**src/rtl/serial_rx_pkg.sv**
```systemverilog
package serial_rx_pkg;

    localparam int CHAR_W = 8;

    typedef enum logic [2:0] {
        ST_IDLE  = 3'd0,
        ST_START = 3'd1,
        ST_DATA  = 3'd2,
        ST_PAR   = 3'd3,
        ST_STOP  = 3'd4
    } rx_state_e;

    typedef enum logic [1:0] {
        DIV_BY1  = 2'd0,
        DIV_BY16 = 2'd1,
        DIV_BY64 = 2'd2,
        DIV_RSVD = 2'd3
    } div_sel_e;

    typedef struct packed {
        logic [CHAR_W-1:0] data;
        logic              perr;
        logic              ferr;
    } rx_char_t;

    // Number of ticks per bit for a divide selection
    function automatic int unsigned ticks_per_bit(input logic [1:0] sel,
                                                  input int unsigned fast,
                                                  input int unsigned slow);
        case (div_sel_e'(sel))
            DIV_BY1:  return 1;
            DIV_BY16: return fast;
            default:  return slow;
        endcase
    endfunction

endpackage

```
**src/rtl/rx_frame_engine.sv**
```systemverilog
module rx_frame_engine
    import serial_rx_pkg::*;
#(
    parameter int FAST_DIV = 16,
    parameter int SLOW_DIV = 64
) (
    input  logic       clk,
    input  logic       rst,
    input  logic       samp_tick,
    input  logic       rxd,
    input  logic       dcd_n,
    input  logic [1:0] cfg_div,
    input  logic       cfg_wlen8,
    input  logic       cfg_par_en,
    input  logic       cfg_par_odd,
    output logic       done,
    output rx_char_t   char_out
);
    localparam int CNT_W = $clog2(SLOW_DIV);

    rx_state_e         state;
    logic [CNT_W-1:0]  cnt;
    logic [3:0]        bitn;
    logic [CHAR_W-1:0] shreg;
    logic              par_acc;
    logic              perr_r;

    logic [CNT_W:0]    period;
    logic [CNT_W:0]    period_m1;
    logic [CNT_W:0]    half_m1;
    logic [3:0]        last_bit;
    logic              at_sample;
    logic              at_half;

    always_comb begin
        period    = (CNT_W+1)'(ticks_per_bit(cfg_div, FAST_DIV, SLOW_DIV));
        period_m1 = period - 1'b1;
        half_m1   = (period >> 1) - 1'b1;
        last_bit  = cfg_wlen8 ? 4'd7 : 4'd6;
        at_sample = (cnt == period_m1[CNT_W-1:0]);
        at_half   = (cnt == half_m1[CNT_W-1:0]);
    end

    always_ff @(posedge clk) begin
        if (rst || dcd_n) begin
            state    <= ST_IDLE;
            cnt      <= '0;
            bitn     <= '0;
            shreg    <= '0;
            par_acc  <= 1'b0;
            perr_r   <= 1'b0;
            done     <= 1'b0;
            char_out <= '0;
        end else begin
            done <= 1'b0;
            if (samp_tick) begin
                case (state)
                    ST_IDLE: begin
                        if (!rxd) begin
                            cnt     <= '0;
                            bitn    <= '0;
                            shreg   <= '0;
                            par_acc <= 1'b0;
                            perr_r  <= 1'b0;
                            state   <= (period == 1) ? ST_DATA : ST_START;
                        end
                    end
                    ST_START: begin
                        if (at_half) begin
                            cnt   <= '0;
                            state <= rxd ? ST_IDLE : ST_DATA;
                        end else begin
                            cnt <= cnt + 1'b1;
                        end
                    end
                    ST_DATA: begin
                        if (at_sample) begin
                            cnt                <= '0;
                            shreg[bitn[2:0]]   <= rxd;
                            par_acc            <= par_acc ^ rxd;
                            bitn               <= bitn + 1'b1;
                            if (bitn == last_bit)
                                state <= cfg_par_en ? ST_PAR : ST_STOP;
                        end else begin
                            cnt <= cnt + 1'b1;
                        end
                    end
                    ST_PAR: begin
                        if (at_sample) begin
                            cnt    <= '0;
                            perr_r <= par_acc ^ rxd ^ cfg_par_odd;
                            state  <= ST_STOP;
                        end else begin
                            cnt <= cnt + 1'b1;
                        end
                    end
                    ST_STOP: begin
                        if (at_sample) begin
                            cnt           <= '0;
                            done          <= 1'b1;
                            char_out.data <= shreg;
                            char_out.perr <= perr_r & cfg_par_en;
                            char_out.ferr <= ~rxd;
                            state         <= ST_IDLE;
                        end else begin
                            cnt <= cnt + 1'b1;
                        end
                    end
                    default: state <= ST_IDLE;
                endcase
            end
        end
    end

    AST_CNT_RANGE: assert property (@(posedge clk) disable iff (rst)
        (state != ST_IDLE) |-> ({1'b0, cnt} < period)) else $error("count out of range");

    AST_CARRIER_IDLE: assert property (@(posedge clk) disable iff (rst)
        dcd_n |=> (state == ST_IDLE && !done)) else $error("busy without carrier");

    AST_SHORT_WORD: assert property (@(posedge clk) disable iff (rst)
        (done && !cfg_wlen8 && $stable(cfg_wlen8)) |-> !char_out.data[7]) else $error("bit 7 in short word");

endmodule

```
**src/rtl/rx_hold_buffer.sv**
```systemverilog
module rx_hold_buffer
    import serial_rx_pkg::*;
(
    input  logic     clk,
    input  logic     rst,
    input  logic     load,
    input  rx_char_t char_in,
    input  logic     rd_strobe,
    output rx_char_t held,
    output logic     full,
    output logic     overrun
);
    always_ff @(posedge clk) begin
        if (rst) begin
            held    <= '0;
            full    <= 1'b0;
            overrun <= 1'b0;
        end else if (load) begin
            if (!full || rd_strobe) begin
                held    <= char_in;
                full    <= 1'b1;
                overrun <= 1'b0;
            end else begin
                overrun <= 1'b1;
            end
        end else if (rd_strobe) begin
            full    <= 1'b0;
            overrun <= 1'b0;
        end
    end

    AST_OVR_NEEDS_FULL: assert property (@(posedge clk) disable iff (rst)
        $rose(overrun) |-> $past(full)) else $error("overrun without full");

    AST_HOLD_KEEP: assert property (@(posedge clk) disable iff (rst)
        (full && !rd_strobe) |=> $stable(held)) else $error("unread char replaced");

    AST_READ_CLEARS: assert property (@(posedge clk) disable iff (rst)
        (rd_strobe && !load) |=> (!full && !overrun)) else $error("read did not clear");

    AST_SAME_CYCLE: assert property (@(posedge clk) disable iff (rst)
        (rd_strobe && load) |=> (full && !overrun)) else $error("read and load clash");

endmodule

```
**src/rtl/serial_rx_adapter.sv**
```systemverilog
module serial_rx_adapter
    import serial_rx_pkg::*;
#(
    parameter int FAST_DIV = 16,
    parameter int SLOW_DIV = 64
) (
    input  logic              clk,
    input  logic              rst,
    input  logic              samp_tick,
    input  logic              rxd,
    input  logic              dcd_n,
    input  logic [1:0]        cfg_div,
    input  logic              cfg_wlen8,
    input  logic              cfg_par_en,
    input  logic              cfg_par_odd,
    input  logic              cfg_irq_en,
    input  logic              rd_strobe,
    output logic [CHAR_W-1:0] rx_data,
    output logic              rx_full,
    output logic              err_parity,
    output logic              err_frame,
    output logic              err_overrun,
    output logic              carrier_lost
,
    output logic              irq
);
    logic     done;
    rx_char_t new_char;
    rx_char_t held;

    rx_frame_engine #(
        .FAST_DIV (FAST_DIV),
        .SLOW_DIV (SLOW_DIV)
    ) u_engine (
        .clk         (clk),
        .rst         (rst),
        .samp_tick   (samp_tick),
        .rxd         (rxd),
        .dcd_n       (dcd_n),
        .cfg_div     (cfg_div),
        .cfg_wlen8   (cfg_wlen8),
        .cfg_par_en  (cfg_par_en),
        .cfg_par_odd (cfg_par_odd),
        .done        (done),
        .char_out    (new_char)
    );

    rx_hold_buffer u_hold (
        .clk       (clk),
        .rst       (rst),
        .load      (done),
        .char_in   (new_char),
        .rd_strobe (rd_strobe),
        .held      (held),
        .full      (rx_full),
        .overrun   (err_overrun)
    );

    always_ff @(posedge clk) begin
        if (rst)
            carrier_lost <= 1'b0;
        else if (dcd_n)
            carrier_lost <= 1'b1;
        else if (rd_strobe)
            carrier_lost <= 1'b0;
    end

    assign rx_data    = held.data;
    assign err_parity = held.perr;
    assign err_frame  = held.ferr;
    assign irq        = cfg_irq_en & (rx_full | err_overrun | carrier_lost);

    AST_RESET_CLEAR: assert property (@(posedge clk)
        rst |=> (!rx_full && !err_overrun && !carrier_lost)) else $error("reset left flags");

    AST_IRQ_QUIET: assert property (@(posedge clk) disable iff (rst)
        !cfg_irq_en |-> !irq) else $error("irq while disabled");

    AST_CARRIER_FLAG: assert property (@(posedge clk) disable iff (rst)
        dcd_n |=> carrier_lost) else $error("carrier loss not latched");

endmodule

```
**config.mk**
```make
export PLATFORM = sky130hd
export DESIGN_NAME = serial_rx_adapter
export DESIGN_NICKNAME = d
export VERILOG_FILES = /design/src/rtl/serial_rx_pkg.sv /design/src/rtl/rx_frame_engine.sv /design/src/rtl/rx_hold_buffer.sv /design/src/rtl/serial_rx_adapter.sv
export SDC_FILE = /design/constraint.sdc
export NUM_CORES = 1
export LEC_CHECK = 0
export CORE_ASPECT_RATIO = 0.5
export CORE_UTILIZATION = 60
export DETAILED_ROUTE_END_ITERATION = 8
export GPL_TIMING_DRIVEN = 0
export HOLD_SLACK_MARGIN = 0.1
export PLACE_DENSITY = 0.84
export SYNTH_ARGS = -nofsm -noshare
export SYNTH_HDL_FRONTEND = slang
export SYNTH_SLANG_ARGS = --single-unit
```
**constraint.sdc**
```tcl
create_clock -name clk -period 4.09 [get_ports clk]
set_input_delay 0.818 -clock clk [delete_from_list [all_inputs] [get_ports clk]]
set_output_delay 0.818 -clock clk [all_outputs]
set_load 0.02 [all_outputs]
```
==> flow_summary.toml, run 1 <==
[cells_and_area]
nFillCells = 264
nets = 320
drive_gt1_share_pct = 8.47
areaGrowthSynthToFinish_pct = 17.4
antenna_cells = 0
fin_util_pct = 76.9
seq_area_um2 = 941
multi_input_area_um2 = 1290

[worst_setup_path]
cp-end-kind = "output pin"
worst-endpoint-arrival_ns = 1.99
slowest_delay_ns = 0.59
crit_fanout = 1
cp.required_ns = 3.27
cp-start-kind = "input pin"
path_class = "input pin to output pin"
crit_family = "buffers and inverters"
critPathSlowestCell = "clkdlybuf4s50_1"
cp.depth = 3
rr_worst_depth = 6
path_common_cell = "clkdlybuf4s50_1"
path_cells = "clkdlybuf4s50_1 -> o31a_1 -> clkdlybuf4s50_1"
cp_num_buf_inv = 2

[flow_run]
drv_cap = 0

[cts]
clkLatencyLatePin_ns = 0.31
h-tree-depth = 2
cts-resized-gates = 0
cts_hold_buf = 0
cts_buffers = 5
cts_buffer_depth = 2
cts.sinks = 47
clk_transition_reported_paths_ns = 0.10
cts_setup_buffers = 0
cts_tree = "done"
cts-root-buf = "clkbuf_8"

[timing]
period_share_pct = 68.7
worst_slack_ns = 1.28
hold_viol = 0
tightest_slew_ns = 0.817
slew_headroom_pct = 45.4
holdWs_ns = 0.468
clock_skew_ns = 0.00703
final.setup.tns_ns = 0
grt_setup_unrepaired = "false"
post-route-min-period_ns = 2.81
slew_violations = 0
fmax_ghz = 0.356
setup_viol = 0

[yosys]
syn_area_um2 = 2350
synth_top_family_by_area = "simple AND/OR/NAND/NOR gates"
synthAdderAreaFrac_pct = 1.07
synthArstFlopShare_pct = 0
avgSynthCellArea_um2 = 8.50
yosys_warnings = 0
synth.distinct_cells = 51
synth-simple-area-share_pct = 25.2
synth-seq-cells = 47
synth_nets = 290
synth_enable_flop_cells = 0
seq_area_frac_synth_pct = 40.1
yosys.area.top_type_share_pct = 40.1
synth_xor_area_share_pct = 1.87
synthCells = 276
synth_compound_area_share_pct = 16.2
ys.flop_type = "dfxtp_1"
synthTopCellsByCount = "dfxtp_1 (47), nor2_1 (36), nand2_1 (27), mux2i_1 (25), a21oi_1 (20)"
synth_area_leaders = "dfxtp_1 (40%), mux2i_1 (11%), nor2_1 (5.8%), nand2_1 (4.3%), a21oi_1 (4.3%)"
synthMostInstantiatedCell = "dfxtp_1"
synthMuxAreaShare_pct = 10.7
synth_area_leader_cell = "dfxtp_1"

[die]
io-pin-count = 26
fp.dieH_um = 46.2
dieArea_um2 = 4180
placeableCoreArea_um2 = 3580
die_x_um = 90.5
num_rows = 15
initial_core_util_pct = 65.5

[pwr]
power_density_nw_per_um2 = 320
swShare_pct = 24.1
switchingPower_uw = 213
combPwrFrac_pct = 8.0
power_frac_clock_pct = 39.9
ir_drop_mv = 0.175
seq_power_share_pct = 52.1
leakagePower_nw = 1.05
intPower_uw = 670

[global_route]
antenna_found_initial = 0
grt_pass1_vias = 1902
grt_max_degree = 17
globalRouteTotalUtil_pct = 28.3
grt-ovfl-total = 0
grt_pass1_wl_um = 9050

[detailed_routing]
antenna_left = 0
drt_iter0_markers = 191
via_per_inst = 6.04
routed-via-count = 2162
wirelength_um = 5430
wl_per_cell_um = 15.2
drcViolationCount = 0
dr.pass1.iters = 5

[placement]
dp_hpwl_um = 3930
gp_congestion = 0.881
port_buffers = 23
pre_cts_ws_ns = 1.18

[status]
status = "completed"

[worst_hold_path]
hold_depth = 2
hp-class = "flop to flop"
## power by group through the flow
stage / Clock, mW / Combinational, mW / Sequential, mW
final: 0.353 / 0.0705 / 0.460
after global routing: 0.372 / 0.0766 / 0.460
after CTS: 0.354 / 0.0695 / 0.460
after detailed placement: 0 / 0.0690 / 0.471
after global placement: 0 / 0.0673 / 0.471
after floorplan: 0 / 0.0425 / 0.471
## metrics by stage
stage / cells / area [um2] / power, mW
after floorplan: 276 / 2350 / 0.514
after global placement: 350 / 2640 / 0.538
after detailed placement: 350 / 2640 / 0.540
after CTS: 358 / 2760 / 0.883
after global routing: 358 / 2760 / 0.909
final: 358 / 2760 / 0.883
## state kept, by name, indices dropped and copies added, names as in the netlist
name	count
u_hold.overrun	1
u_engine.state	3
u_hold.held	10
u_engine.cnt	6
u_engine.shreg	8
carrier_lost	1
u_engine.bitn	4
u_engine.char_out	10
u_engine.done	1
u_engine.par_acc	1
u_engine.perr_r	1
u_hold.full	1
## layout make-up
| cell class | count | share of cell area [%] |
|---|---|---|
| clock inverter | 3 | 1.68 |
| multi-input combinational | 204 | 46.8 |
| timing repair buffer | 23 | 8.35 |
| tap | 51 | 2.32 |
| buffer | 18 | 3.27 |
| inverter | 7 | 0.953 |
| clock buffer | 5 | 2.50 |
| sequential | 47 | 34.1 |
## placed cells by master (no fill, tap or decap), types with 4 or more instances in the layout
| master | Yosys | final |
|---|---|---|
| a21oi_1 | 20 | 20 |
| buf_2 | 6 | 6 |
| clkbuf_1 | 9 | 9 |
| clkbuf_8 | 0 | 5 |
| clkdlybuf4s50_1 | 0 | 23 |
| dfxtp_1 | 47 | 47 |
| inv_1 | 7 | 7 |
| mux2i_1 | 25 | 25 |
| nand2_1 | 27 | 27 |
| nand3_1 | 6 | 6 |
| nand3b_1 | 4 | 4 |
| nor2_1 | 36 | 36 |
| nor3_1 | 7 | 7 |
| nor4_1 | 4 | 4 |
| o21ai_0 | 12 | 12 |
| o22ai_1 | 4 | 4 |
| xnor2_1 | 4 | 4 |
## per-layer routing
metal  vias to the layer above  routed length, um  track usage [%]
li1                       1050                  -                -
met3                        11                389             7.43
met1                      1011               2480             35.9
met5                         -                  0                0
met2                        90               2490             49.5
met4                         0                 66             7.74
## final timing paths
kind / start / end / slack [ns]
worst max-delay path: cfg_irq_en / irq / 1.28
worst min register to register: u_engine.char_out[1] / u_engine.char_out[1] / 0.47
worst max register to register: u_engine.cnt[2] / u_engine.shreg[6] / 2.05
worst min-delay path: u_engine.char_out[1] / u_engine.char_out[1] / 0.47
## cells by family after synthesis
group           Yosys count
simple gates            115
compound gates           57
flops                    47
buf+inv                  25
mux                      25
xor+xnor                  5
fa+ha+maj                 2
## worst min-delay path, cell delays in order, from the launching register on
cell and delay (ns):
dfxtp_1 0.32, nand2_1 0.06, a21oi_1 0.05
Power figures use the tool's default switching activity.
==> inputs of run 2 (changes only) <==
- CORE_UTILIZATION: 60 -> 50
- PLACE_DENSITY: 0.84 -> 0.75
- clock period: 4.09 -> 2.55 ns (I/O delays scaled with it)
==> run 2 against run 1 <==
Design area decreased by 0.32%. Total power increased by 51%. Clock power increased by 37%. Wire length decreased by 2.8%. Global-route usage decreased by 5.8 points. Sequential share of layout area increased by 0.11 points. Register-to-register slack got worse by 1.6 ns. First-iteration DRC count decreased by 62%. Critical path depth increased by 3. Highest routed layer unchanged.
==> flow_summary.toml, run 2 (synthesized netlist as in run 1, its figures left out) <==
[cts]
cts-resized-gates = 0
clkLatencyLatePin_ns = 0.30
cts.sinks = 47
cts_tree = "done"
cts-root-buf = "clkbuf_8"
clk_transition_reported_paths_ns = 0.09
cts_hold_buf = 0
cts_buffer_depth = 2
h-tree-depth = 2
cts_buffers = 5
cts_setup_buffers = 0

[global_route]
grt-busiest-layer = "met2"
grt_pass1_wl_um = 8760
grt-ovfl-total = 0
grt.met3_usage_pct = 5.29
met2_usage_pct = 35.3
grtUsageMet1_pct = 30.8
antenna_found_initial = 0
grt_max_degree = 16
grt_pass1_vias = 1817
globalRouteTotalUtil_pct = 22.5

[detailed_routing]
wirelength_um = 5280
drcViolationCount = 0
drt_iter0_markers = 73
antenna_left = 0
wl_per_cell_um = 14.5
dr.pass1.iters = 4
via_per_inst = 5.65
routed-via-count = 2058

[cells_and_area]
fin_util_pct = 61.8
nets = 320
mostFrequentLayoutCell = "dfxtp_1"
areaGrowthSynthToFinish_pct = 17.1
layout_common_cells = "dfxtp_1 (47), nor2_1 (36), nand2_1 (27)"
antenna_cells = 0
drive_gt1_share_pct = 8.47
layout.cells.non_filler = 364
reg_top3 = "u_engine.char_out: 10 flops, u_hold.held: 10 flops, u_engine.shreg: 8 flops"

[timing]
hold_viol = 0
setup_viol = 0
slew_headroom_pct = 44.6
tightest_slew_ns = 0.829
post-route-min-period_ns = 2.30
worst_slack_ns = 0.248
period_share_pct = 90.3
clock_skew_ns = 0.00396
grt_setup_unrepaired = "false"
fmax_ghz = 0.434
slew_violations = 0

[worst_setup_path]
crit_fanout = 7
cp-start-kind = "input pin"
slowest_delay_ns = 0.71
path_class = "input pin to flop"
path_cells = "clkdlybuf4s50_1 -> nor3b_1 -> nand2_1 -> nor4bb_1 -> o21ai_0 -> a21oi_1"
critPathSlowestCell = "nor3b_1"
worst-endpoint-arrival_ns = 2.54
cp-end-kind = "flop"
cp.required_ns = 2.78

[die]
die_x_um = 98.9
io-pin-count = 26
num_rows = 17
dieArea_um2 = 4990
fp.dieH_um = 50.5
initial_core_util_pct = 52.8
placeableCoreArea_um2 = 4450

[flow_run]
drv_cap = 0

[placement]
pre_cts_ws_ns = -0.00824
port_buffers = 23
dp_hpwl_um = 3820
gp_congestion = 0.877
placed_cells = 356

[status]
status = "completed"

[pwr]
leakagePower_nw = 1.04
ir_drop_mv = 0.229
power_density_nw_per_um2 = 485
total_power_mw = 1.33

[worst_hold_path]
hp-class = "flop to flop"
## run 2: worst max-delay path, delay by kind of cell
family	cells	cell delay [ns]
buffers and inverters	1	0.58
AND/OR/NAND/NOR	3	1.13
AO/OA/AOI/OAI	2	0.31
## run 2: path summary, 6_finish.rpt
kind         cells after the start            startpoint  slack (ns)              endpoint
max                              6             samp_tick        0.25     u_engine.shreg[2]
min                              2  u_engine.char_out[0]        0.47  u_engine.char_out[0]
max reg2reg                      5     u_engine.state[1]        0.48     u_engine.state[0]
min reg2reg                      2  u_engine.char_out[0]        0.47  u_engine.char_out[0]
## run 2: layer usage
metal  part of all wire [%]  vias up
li1                       -     1041
met1                     50      956
met2                     44       54
met3                    5.4        7
met4                   0.97        0
met5                      0        -
## run 2: per-stage QoR
stage	hold WS [ns]	cell area (um2)	TNS [ns]
6_report	0.465	2750	0
5_1_grt	0.481	2750	0
4_1_cts	0.468	2750	0
3_5_place_dp	0.456	2650	-0.00922
3_3_place_gp	0.450	2650	0
2_1_floorplan	0.431	2350	0
## run 2: where the power goes
group / switching [mW] / total, mW / internal, mW
sequential: 0.00231 / 0.738 / 0.736
clock: 0.261 / 0.483 / 0.222
combinational: 0.0698 / 0.113 / 0.0434
## run 2: final cells by class
type                    count  area [um2]
multi-input cells         204        1290
clock inverters             2        16.3
plain buffers              18        90.1
clock buffers               6        82.6
fillers                   414        1700
flip-flops and latches     47         941
repair buffers             23         230
well taps                  57        71.3
inverters                   7        26.3
